--- src/rtl/fd_pkg.sv ---
package fd_pkg;

    typedef enum logic [2:0] {
        FK_NONE   = 3'd0,
        FK_MISRT  = 3'd1,
        FK_TOGGLE = 3'd2,
        FK_VSTUCK = 3'd3,
        FK_HSTUCK = 3'd4
    } fkind_e;

    typedef struct packed {
        logic   hit;
        fkind_e kind;
    } fevt_t;

    localparam fevt_t NO_EVT = '{hit: 1'b0, kind: FK_NONE};

endpackage

--- src/rtl/fd_south_cls.sv ---
module fd_south_cls
    import fd_pkg::*;
#(
    parameter int ADDR_W  = 8,
    parameter int PRIO_W  = 3,
    parameter int GRP_BIT = 2
) (
    input  logic                     vld,
    input  logic [ADDR_W+PRIO_W-1:0] hdr,
    output fevt_t                    ev
);
    localparam int HW = ADDR_W + PRIO_W;

    logic [ADDR_W-1:0] addr;
    logic              uniform;

    assign addr    = hdr[HW-1:PRIO_W];
    assign uniform = (hdr == '0) || (&hdr);

    always_comb begin
        ev = NO_EVT;
        if (vld) begin
            if (uniform) begin
                ev = '{hit: 1'b1, kind: FK_VSTUCK};
            end else if (addr == '0) begin
                ev = '{hit: 1'b1, kind: FK_TOGGLE};
            end else if (!addr[GRP_BIT]) begin
                ev = '{hit: 1'b1, kind: FK_MISRT};
            end
        end
    end
endmodule

--- src/rtl/fd_east_cls.sv ---
module fd_east_cls
    import fd_pkg::*;
#(
    parameter int HW = 11
) (
    input  logic          vld,
    input  logic [HW-1:0] hdr,
    output fevt_t         ev
);
    always_comb begin
        ev = NO_EVT;
        if (vld && ((hdr == '0) || (&hdr))) begin
            ev = '{hit: 1'b1, kind: FK_HSTUCK};
        end
    end
endmodule

--- src/rtl/fd_pick.sv ---
module fd_pick
    import fd_pkg::*;
#(
    parameter int N  = 4,
    parameter int IW = 2
) (
    input  fevt_t          ev [N],
    output logic           hit,
    output fkind_e         kind,
    output logic [IW-1:0]  idx
);
    always_comb begin
        hit  = 1'b0;
        kind = FK_NONE;
        idx  = '0;
        for (int i = N - 1; i >= 0; i--) begin
            if (ev[i].hit) begin
                hit  = 1'b1;
                kind = ev[i].kind;
                idx  = IW'(i);
            end
        end
    end
endmodule

--- src/rtl/fd_misroute_mon.sv ---
module fd_misroute_mon
    import fd_pkg::*;
#(
    parameter int ADDR_W  = 8,
    parameter int PRIO_W  = 3,
    parameter int NCOL    = 4,
    parameter int NROW    = 4,
    parameter int GRP_BIT = 2,
    parameter int IDX_W   = $clog2((NCOL > NROW) ? NCOL : NROW)
) (
    input  logic                            clk,
    input  logic                            rst,
    input  logic                            clr,
    input  logic [NCOL-1:0]                 s_vld,
    input  logic [NCOL*(ADDR_W+PRIO_W)-1:0] s_hdr,
    input  logic [NROW-1:0]                 e_vld,
    input  logic [NROW*(ADDR_W+PRIO_W)-1:0] e_hdr,
    output logic                            alarm,
    output logic [2:0]                      fault_kind,
    output logic [IDX_W-1:0]                fault_idx
);
    localparam int HW = ADDR_W + PRIO_W;

    fevt_t s_ev [NCOL];
    fevt_t e_ev [NROW];

    for (genvar c = 0; c < NCOL; c++) begin : g_col
        fd_south_cls #(.ADDR_W(ADDR_W), .PRIO_W(PRIO_W), .GRP_BIT(GRP_BIT)) u_cls (
            .vld (s_vld[c]),
            .hdr (s_hdr[c*HW +: HW]),
            .ev  (s_ev[c])
        );
    end

    for (genvar r = 0; r < NROW; r++) begin : g_row
        fd_east_cls #(.HW(HW)) u_cls (
            .vld (e_vld[r]),
            .hdr (e_hdr[r*HW +: HW]),
            .ev  (e_ev[r])
        );
    end

    logic             s_hit, e_hit;
    fkind_e           s_kind, e_kind;
    logic [IDX_W-1:0] s_idx, e_idx;

    fd_pick #(.N(NCOL), .IW(IDX_W)) u_pick_s (
        .ev (s_ev), .hit (s_hit), .kind (s_kind), .idx (s_idx)
    );
    fd_pick #(.N(NROW), .IW(IDX_W)) u_pick_e (
        .ev (e_ev), .hit (e_hit), .kind (e_kind), .idx (e_idx)
    );

    logic             alarm_q;
    fkind_e           kind_q;
    logic [IDX_W-1:0] idx_q;

    always_ff @(posedge clk) begin
        if (rst || clr) begin
            alarm_q <= 1'b0;
            kind_q  <= FK_NONE;
            idx_q   <= '0;
        end else if (!alarm_q && (s_hit || e_hit)) begin
            alarm_q <= 1'b1;
            kind_q  <= s_hit ? s_kind : e_kind;
            idx_q   <= s_hit ? s_idx  : e_idx;
        end
    end

    assign alarm      = alarm_q;
    assign fault_kind = kind_q;
    assign fault_idx  = idx_q;
endmodule

--- config.mk ---
export PLATFORM = sky130hd
export DESIGN_NAME = fd_misroute_mon
export DESIGN_NICKNAME = d
export VERILOG_FILES = /design/src/rtl/fd_pkg.sv /design/src/rtl/fd_south_cls.sv /design/src/rtl/fd_east_cls.sv /design/src/rtl/fd_pick.sv /design/src/rtl/fd_misroute_mon.sv
export SDC_FILE = /design/constraint.sdc
export NUM_CORES = 1
export LEC_CHECK = 0
export BUFFER_PORTS_ARGS = -buffer_cell sky130_fd_sc_hd__clkbuf_2
export CORE_UTILIZATION = 33
export CTS_CLUSTER_DIAMETER = 200
export CTS_CLUSTER_SIZE = 25
export DETAILED_ROUTE_END_ITERATION = 10
export GPL_ROUTABILITY_DRIVEN = 0
export PLACE_DENSITY = 0.81
export SKIP_LAST_GASP = 1
export SLEW_MARGIN = 40
export SYNTH_ARGS = -nofsm -noshare
export SYNTH_HDL_FRONTEND = slang
export SYNTH_SLANG_ARGS = --single-unit
--- constraint.sdc ---
create_clock -name clk -period 1.9 [get_ports clk]
set_input_delay 0.38 -clock clk [delete_from_list [all_inputs] [get_ports clk]]
set_output_delay 0.38 -clock clk [all_outputs]
set_load 0.1 [all_outputs]
* Word level (Yosys, flattened, before mapping)
Cells that the tools add are included.
** Storage, ports and cells
- Flip-flop bits (word level) :: 6
- Bits in latches :: 0
- Memory bits (writable) :: 0
- Memory bits (read-only) :: 0
- Input port bits :: 99
- Output and inout bits :: 6
- Logic and storage cells :: 85
- Memories kept :: 0
** Operators by class
- $add $sub $neg :: 0
- Multiply operators :: 0
- Divide/modulo/power cells :: 0
- Order comparisons :: 0
- Eq/ne operators :: 0
- Shifts and indexed selects :: 0
- Multiplexer cells :: 46
- Bitwise operators :: 0
- Reductions and logical operators :: 36
** Operators by type and width (count)
- $logic_not 11->1 :: 8
- $reduce_and 11->1 :: 8
- $mux 4 :: 20
- $logic_not 8->1 :: 4
- $mux 3 :: 9
- $mux 2 :: 9
- $logic_or 1x1->1 :: 10
- $mux 1 :: 8
- $logic_and 1x1->1 :: 5
- $logic_not 1->1 :: 1

* Depth between registers and ports, before layout
Gate-level depths: netlist (run 1).
- Depth after elaboration :: 10
- Mapped depth :: 6
- Gate-level depth less buffers :: 6

* Cells and area by module
A second synthesis (run 1) with hierarchy kept.
** Unflattened totals
- Cells, all modules :: 184
- Area total of the unflattened synthesis :: 1336.3 um^2
** Modules (own cells, without submodules)
- fd_south_cls :: times used 4, cells an instance 16, area an instance 102.6 um^2, seq. area each 0.0 um^2
- fd_east_cls :: times used 4, cells an instance 12, area an instance 97.6 um^2, seq. area each 0.0 um^2
- fd_misroute_mon :: times used 1, cells an instance 28, area an instance 315.3 um^2, seq. area each 120.1 um^2
- fd_pick :: times used 2, cells an instance 22, area an instance 110.1 um^2, seq. area each 0.0 um^2

* Worst setup path before layout (run 1)
OpenSTA, ideal clock, no wires.
- Path kind :: input-to-reg
- Start point :: input port s_hdr[39]
- End point :: register kind_q[0] (netlist: fault_kind[0])
- Library setup time :: 0.125 ns
- Arrival :: 1.533 ns
- Path slack :: 0.243 ns
- Stages :: 6
- Buffers on the path :: 0
- Cells stage by stage :: or4_4 -> o21ai_1 -> nor3b_1 -> o21ai_1 -> o31ai_2 -> mux2i_1
** On the way
- Cells in the longest elaborated chain, start to end :: 10
- Elaborated cells on any way between the ends :: 18
- Classes of those cells :: 12 x mux; 6 x reduce/logical
** Ends and longest elaborated chain
- from (decl) :: line fd_misroute_mon.sv:15 : input logic [NCOL*(ADDR_W+PRIO_W)-1:0] s_hdr,
- $logic_not 8->1 (tied with other cells) :: line fd_south_cls.sv:25 : end else if (addr == '0) begin
- $mux 4 or $logic_or 1x1->1 (tied branches) :: line fd_south_cls.sv:25, fd_south_cls.sv:18
- $mux 4 (*) :: line fd_south_cls.sv:23 : if (uniform) begin
- $mux 4 (*) :: line fd_south_cls.sv:22 : if (vld) begin
- $mux 1 (4 in series) :: line fd_pick.sv:17 : if (ev[i].hit) begin
- $logic_or 1x1->1 :: line fd_misroute_mon.sv:63 : end else if (!alarm_q && (s_hit || e_hit)) begin
- $logic_and 1x1->1 :: line fd_misroute_mon.sv:63
- to (signal assigned) :: line fd_misroute_mon.sv:65 : kind_q <= s_hit ? s_kind : e_kind;
- to (decl) :: line fd_misroute_mon.sv:55 : fkind_e kind_q;
Mark *: on every way between the ends. The rest lies on a longest branch, timed or not.
A chain may end at the register's enable or synchronous reset.

* Final worst setup path (run 1)
Ends and elaborated chain as after synthesis.

==> impl_metrics.csv, run 1 <==
group,metric,value,unit
cts,cts_post_setup_buffers_inserted,0,
layout,area_growth_syn_to_fin,69.6,%
setup_path,timing.critical_path.arrival,1.71,ns
routing,firstDrtPassIters,4,
layout,antenna_cells_inserted,0,
place,port-buffer-count,104,
global_routing,met3_usage,4.89,%
power,power.net_switching,0.000187,W
cts,cts_tree,"yes",
global_routing,grt_max_degree,8,
yosys,synth_cell_types,35,
yosys,async_reset_ff_share,0,%
setup_path,crit_buf_inv,1,
floorplanning,chipHeight,53.3,um
yosys,syn-cell-area,867,um^2
setup_path,cpLargestDelayFamily,"simple AND/OR/NAND/NOR gates",
setup_path,regToRegEndpoint,"fault_kind[2]$_SDFFE_PP0P_",
power,clock_power_share,24.2,%
power,power_frac_seq,26.9,%
place,hpwl,2670,um
timing,timing_hold_violations_final,0,
yosys,synth-edff-count,0,
setup_path,r2r_setup_slack,0.92,ns
floorplanning,dieArea,2840,um^2
setup_path,path_common_cell,"o21ai_1",
floorplanning,placementRows,18,
floorplanning,io-pin-count,105,
timing,setup_viol_count_final,0,
run,drv_cap,0,
worst_hold_path,worst_hold_path.num_cells,2,
timing,timing_max_transition_violations_final,0,
power,internal_power,0.000317,W
layout,multi_input_combinational_cell_area,736,um^2
setup_path,crit_path_top_delay_cell,"or4_4",
setup_path,timing.critical_path.to_type,"register",
worst_hold_path,worstHoldPathType,"in2reg",
cts,clkLatencyLatePin,0.25,ns
routing,drt-wirelength-per-cell,10.9,um
worst_hold_path,worst_hold_end,"fault_kind[2]$_SDFFE_PP0P_",
setup_path,startpoint_type,"primary input",
yosys,syn-instance-count,124,
timing,max_slew_margin,63.5,%
layout,layout.nets,335,
setup_path,crit-reg2reg-launch,"alarm$_SDFFE_PP0P_",
global_routing,overflow,0,
cts,tritoncts.num_buffers,3,
global_routing,grt_pass1_wl,4750,um
yosys,post_synthesis_net_count,223,
layout,final.fill_count,268,
setup_path,critical_path_class,"in2reg",
timing,layout_min_cycle_time,1.58,ns
setup_path,critical_path.max_stage_delay,0.54,ns
timing,rsz0062_at_grt,"false",
yosys,yosysWarnings,0,
global_routing,grt_peak_use_layer,"met2",
layout,sequential_cell_area,120,um^2
global_routing,grt_use_met2,39.4,%
floorplanning,core_area,2480,um^2
cts,cts.clk_slew.worst_paths,0.05,ns
power,max-vdd-ir-drop,0.337,mV
yosys,synth_seq_area_share,13.9,%
yosys,post_synthesis_register_bit_count,6,
setup_path,worstRegToRegCells,3,
power,netSwitchingFraction,37.1,%
routing,via_count,1435,
routing,routed_wl,2870,um
yosys,post_synth.cell_area_avg,6.99,um^2
cts,ctsLongestPathBuffers,2,
power,power.density,342,nW/um^2
floorplanning,starting_density_of_the_core,35.0,%
routing,drcViolationCount,0,
worst_hold_path,min_from,"rst",
run_status,result_of_the_run,"finished, final reports clean",
power,power.share.combinational,48.9,%
timing,finalSetupTns,0,ns
routing,avgViaCountPerCell,5.44,
setup_path,maximum_fanout_along_the_worst_path,3,
routing,ant_nets,0,
setup_path,crit_path_start,"s_hdr[39]",
cts,ctsHoldBuffers,0,
timing,max_freq,0.635,GHz
layout,drive_above_1_share,50.9,%
power,power.leakage,0.696,nW
cts,cts_repair_resize_count,0,
global_routing,total_routing_usage_gr,21.8,%
timing,fin_crit_sh,82.9,%
yosys,yosys_most_used_dff,"dfxtp_1",
cts,cts_sinks,6,
global_routing,grt.met1_usage,26.7,%
cts,cts_htree_levels,1,
setup_path,timing.critical_path.required,2.03,ns
timing,slew_worst_pin,0.550,ns
floorplanning,die_w,53.3,um
setup_path,crit_path_cell_trace,"clkbuf_2 > or4_4 > o21ai_1 > nor3b_1 > o21ai_1 > o31ai_2 > mux2i_1",
cts,cts.root.buffer_cell,"clkbuf_4",
routing,drt-initial-drc-count,10,
global_routing,number_of_antenna_violations_at_the_first_check_in_global_routing,0,
global_routing,grt_pass1_vias,1273,
timing,whs,0.327,ns
timing,fin_worst_skew,0.00195,ns
## layout make-up
type / instances / area share (%)
Timing Repair Buffer: 107 / 36.9
Sequential cell: 6 / 8.17
Clock buffer: 3 / 1.53
Inverter: 3 / 0.766
Multi-Input combinational cell: 115 / 50.0
Tap cell: 30 / 2.55
## cells in the mapped netlist, types with 3 or more instances
cell type	count	share of area, %
nand4_1	20	14
nand2_1	15	6.5
nor4_1	14	10
nor3_1	9	5.2
dfxtp_1	6	14
o21ai_0	6	3.5
nand3_1	5	2.9
nor2_1	4	1.7
inv_1	3	1.3
mux2i_1	3	3.5
nor2b_1	3	2.2
nor4b_1	3	3.0
o31ai_1	3	2.6
## layer usage
layer	routed length [um]	share of wire [%]
met4	4	0.14
met2	1530	53
met1	1190	41
met3	143	5.0
met5	0	0
## sequential cells by signal, summed over array words and instances (netlist names)
| register | cells |
|---|---|
| alarm | 1 |
| fault_kind | 3 |
| fault_idx | 2 |
## power groups by stage
| stage | combinational [W] | clock, W | sequential [W] |
|---|---|---|---|
| after global routing | 0.000269 | 0.000134 | 0.000136 |
| after CTS | 0.000246 | 0.000123 | 0.000135 |
| after global placement | 0.000242 | 0 | 0.000138 |
| after detailed placement | 0.000245 | 0 | 0.000138 |
| final | 0.000246 | 0.000122 | 0.000135 |
| after floorplan | 0.0000633 | 0 | 0.000174 |
## how the worst max path moves through the flow
stage / to / slack [ns] / depth (start not counted)
after floorplan: fault_kind[0]$_SDFFE_PP0P_ / 0.24 / 6
after global placement: fault_kind[0]$_SDFFE_PP0P_ / 0.1 / 7
after global routing: fault_idx[0]$_SDFFE_PP0P_ / 0.24 / 7
after CTS: fault_kind[0]$_SDFFE_PP0P_ / 0.33 / 7
final: fault_kind[0]$_SDFFE_PP0P_ / 0.32 / 7
after detailed placement: fault_kind[0]$_SDFFE_PP0P_ / 0.07 / 7
## worst register-to-register path, stage by stage, from the launching register on
cell and delay [ns]:
dfxtp_1 0.34, inv_1 0.13, a21oi_1 0.09, a2111oi_2 0.31
## per-stage QoR
stage	area (um^2)	setup slack [ns]	std cells	power, W	utilization [%]
after global routing	1470	0.239	264	0.000539	59.3
after global placement	1450	0.0952	261	0.000379	58.4
after detailed placement	1450	0.0692	261	0.000383	58.4
after floorplan	867	0.243	124	0.000238	-
final	1470	0.324	264	0.000503	59.3
after CTS	1470	0.330	264	0.000505	59.3
## cells by family after synthesis
logic type / after synthesis / synth area share, %
flops: 6 / 13.9
simple gates: 83 / 55.6
mux: 3 / 3.46
compound gates: 29 / 25.8
buf+inv: 3 / 1.30
## placed cells by master, fill, tap and decap left out, types with 3 or more instances in the layout
cell,instances
clkbuf_2,104
nor4b_1,3
nor2_1,4
nor2b_1,3
nor3_1,9
o21ai_0,6
nor4_1,14
nand3_1,5
nand4_1,20
buf_4,3
clkbuf_4,3
o31ai_1,3
inv_1,3
dfxtp_1,6
nand2_1,15
mux2i_1,3
No activity file was read; power rests on OpenSTA's default activity.
==> inputs of run 2 (changes only) <==
clock period = 1.6 ns   (was 1.9 ns; I/O delays follow)
==> impl_metrics.csv, run 2 (synthesis gave the netlist of run 1 again) <==
group,metric,value,unit
floorplanning,io-pin-count,105,
timing,fin_worst_skew,0.00258,ns
run,drv_cap,0,
global_routing,total_routing_usage_gr,22.2,%
timing,setup_viol_count_final,0,
setup_path,cpLargestDelayFamily,"compound AO/OA/AOI/OAI gates",
setup_path,crit_path_top_delay_cell,"o21ai_0",
routing,routed_wl,2950,um
routing,drt-wirelength-per-cell,10.9,um
floorplanning,chipHeight,53.3,um
setup_path,timing.critical_path.arrival,1.66,ns
setup_path,crit_buf_inv,1,
layout,layout.nets,343,
cts,cts_htree_levels,1,
place,port-buffer-count,104,
power,power.share.combinational,50.1,%
power,max-vdd-ir-drop,0.456,mV
global_routing,grt_max_degree,8,
timing,rsz0062_at_grt,"true",
global_routing,number_of_antenna_violations_at_the_first_check_in_global_routing,0,
global_routing,overflow,0,
timing,slew_worst_pin,0.549,ns
cts,ctsHoldBuffers,0,
routing,ant_nets,0,
power,internal_power,0.000386,W
cts,cts_tree,"yes",
timing,layout_min_cycle_time,1.49,ns
layout,antenna_cells_inserted,0,
place,detailedPlace.worstSlack,-0.173,ns
routing,via_count,1461,
layout,layout_commonest_cell,"clkbuf_2",
floorplanning,core_area,2480,um^2
routing,drcViolationCount,0,
run_status,result_of_the_run,"finished, final reports clean",
setup_path,timing.critical_path.to_type,"register",
routing,firstDrtPassIters,4,
power,power.density,395,nW/um^2
floorplanning,placementRows,18,
setup_path,maximum_fanout_along_the_worst_path,3,
timing,timing_hold_violations_final,0,
setup_path,critical_path_class,"in2reg",
setup_path,crit_path_cell_trace,"clkbuf_2 > nor3_1 > and3_1 > o21ai_0 > nand4_2 > o21ai_2 > mux2i_1",
floorplanning,dieArea,2840,um^2
setup_path,timing.critical_path.required,1.77,ns
power,power.net_switching,0.000222,W
global_routing,grt_pass1_wl,4740,um
timing,whs,0.257,ns
routing,avgViaCountPerCell,5.37,
floorplanning,starting_density_of_the_core,35.0,%
timing,max_freq,0.672,GHz
worst_hold_path,worstHoldPathType,"in2reg",
cts,tritoncts.num_buffers,3,
power,power_frac_seq,26.5,%
layout,layout.cells.most_common_list,"clkbuf_2 (104), nand4_1 (20), nand2_1 (15)",
power,netSwitchingFraction,36.5,%
cts,cts.root.buffer_cell,"clkbuf_4",
power,clock_power_share,23.4,%
layout,largest_register_ffs,3,
place,place_inst,269,
layout,area_growth_syn_to_fin,77.8,%
cts,ctsLongestPathBuffers,2,
floorplanning,die_w,53.3,um
setup_path,critical_path.max_stage_delay,0.34,ns
timing,finalSetupTns,0,ns
global_routing,grt_pass1_vias,1267,
place,hpwl,2720,um
timing,fin_crit_sh,93.0,%
setup_path,startpoint_type,"primary input",
cts,clkLatencyLatePin,0.25,ns
routing,drt-initial-drc-count,26,
layout,non_filler_cells_final,272,
power,power.leakage,0.738,nW
layout,drive_above_1_share,53.7,%
cts,cts.clk_slew.worst_paths,0.05,ns
cts,cts_sinks,6,
timing,final_critical_path_setup_slack,0.111,ns
timing,max_slew_margin,63.5,%
timing,timing_max_transition_violations_final,0,
run 2: cell types whose count changed in the layout (fill, tap and decap cells not counted), sizes merged:
cell	before	now
buf	3	11
run 2: layout make-up:
cell class / count / area [um^2]
Fill cell: 246 / 936
Sequential cell: 6 / 121
Timing Repair Buffer: 115 / 603
Tap cell: 30 / 37.5
Multi-Input combinational cell: 115 / 746
Inverter: 3 / 11.3
Clock buffer: 3 / 22.5
run 2: worst paths after layout:
kind,startpoint,end,slack [ns],cells past startpoint
max,e_hdr[19],fault_idx[0]$_SDFFE_PP0P_,0.11,7
min reg2reg,fault_kind[1]$_SDFFE_PP0P_,fault_kind[1]$_SDFFE_PP0P_,0.46,2
min,rst,fault_kind[2]$_SDFFE_PP0P_,0.26,2
max reg2reg,alarm$_SDFFE_PP0P_,fault_kind[2]$_SDFFE_PP0P_,0.65,3
run 2: stage by stage:
stage          area [um^2]  total power [W]  utilization [%]
3_5_place_dp          1510         0.000466             60.9
5_1_grt               1540         0.000655             62.2
2_1_floorplan          868         0.000283                -
3_3_place_gp          1510         0.000462             60.9
6_report              1540         0.000608             62.2
4_1_cts               1530         0.000607             61.8
run 2: per-layer routing:
layer / GRT usage (%) / share of wire (%) / up-vias
li1: - / - / 770
met3: 6.03 / 5.5 / 0
met1: 24.6 / 40 / 653
met2: 41.3 / 55 / 38
met4: 4.39 / 0 / 0
met5: 0 / 0 / -
run 2: power groups by stage:
stage          Clock, W  Combinational (W)  Sequential (W)
6_report       0.000142           0.000305        0.000161
2_1_floorplan         0          0.0000751        0.000208
3_5_place_dp          0           0.000303        0.000164
5_1_grt        0.000159           0.000334        0.000162
4_1_cts        0.000142           0.000304        0.000161
3_3_place_gp          0           0.000298        0.000164
run 2: what timing repair did:
item | 4_1_cts | 5_1_grt
setup buffers | 0 | 0
resized for setup | 0 | 2
endpoints found under the setup margin | 0 | 4
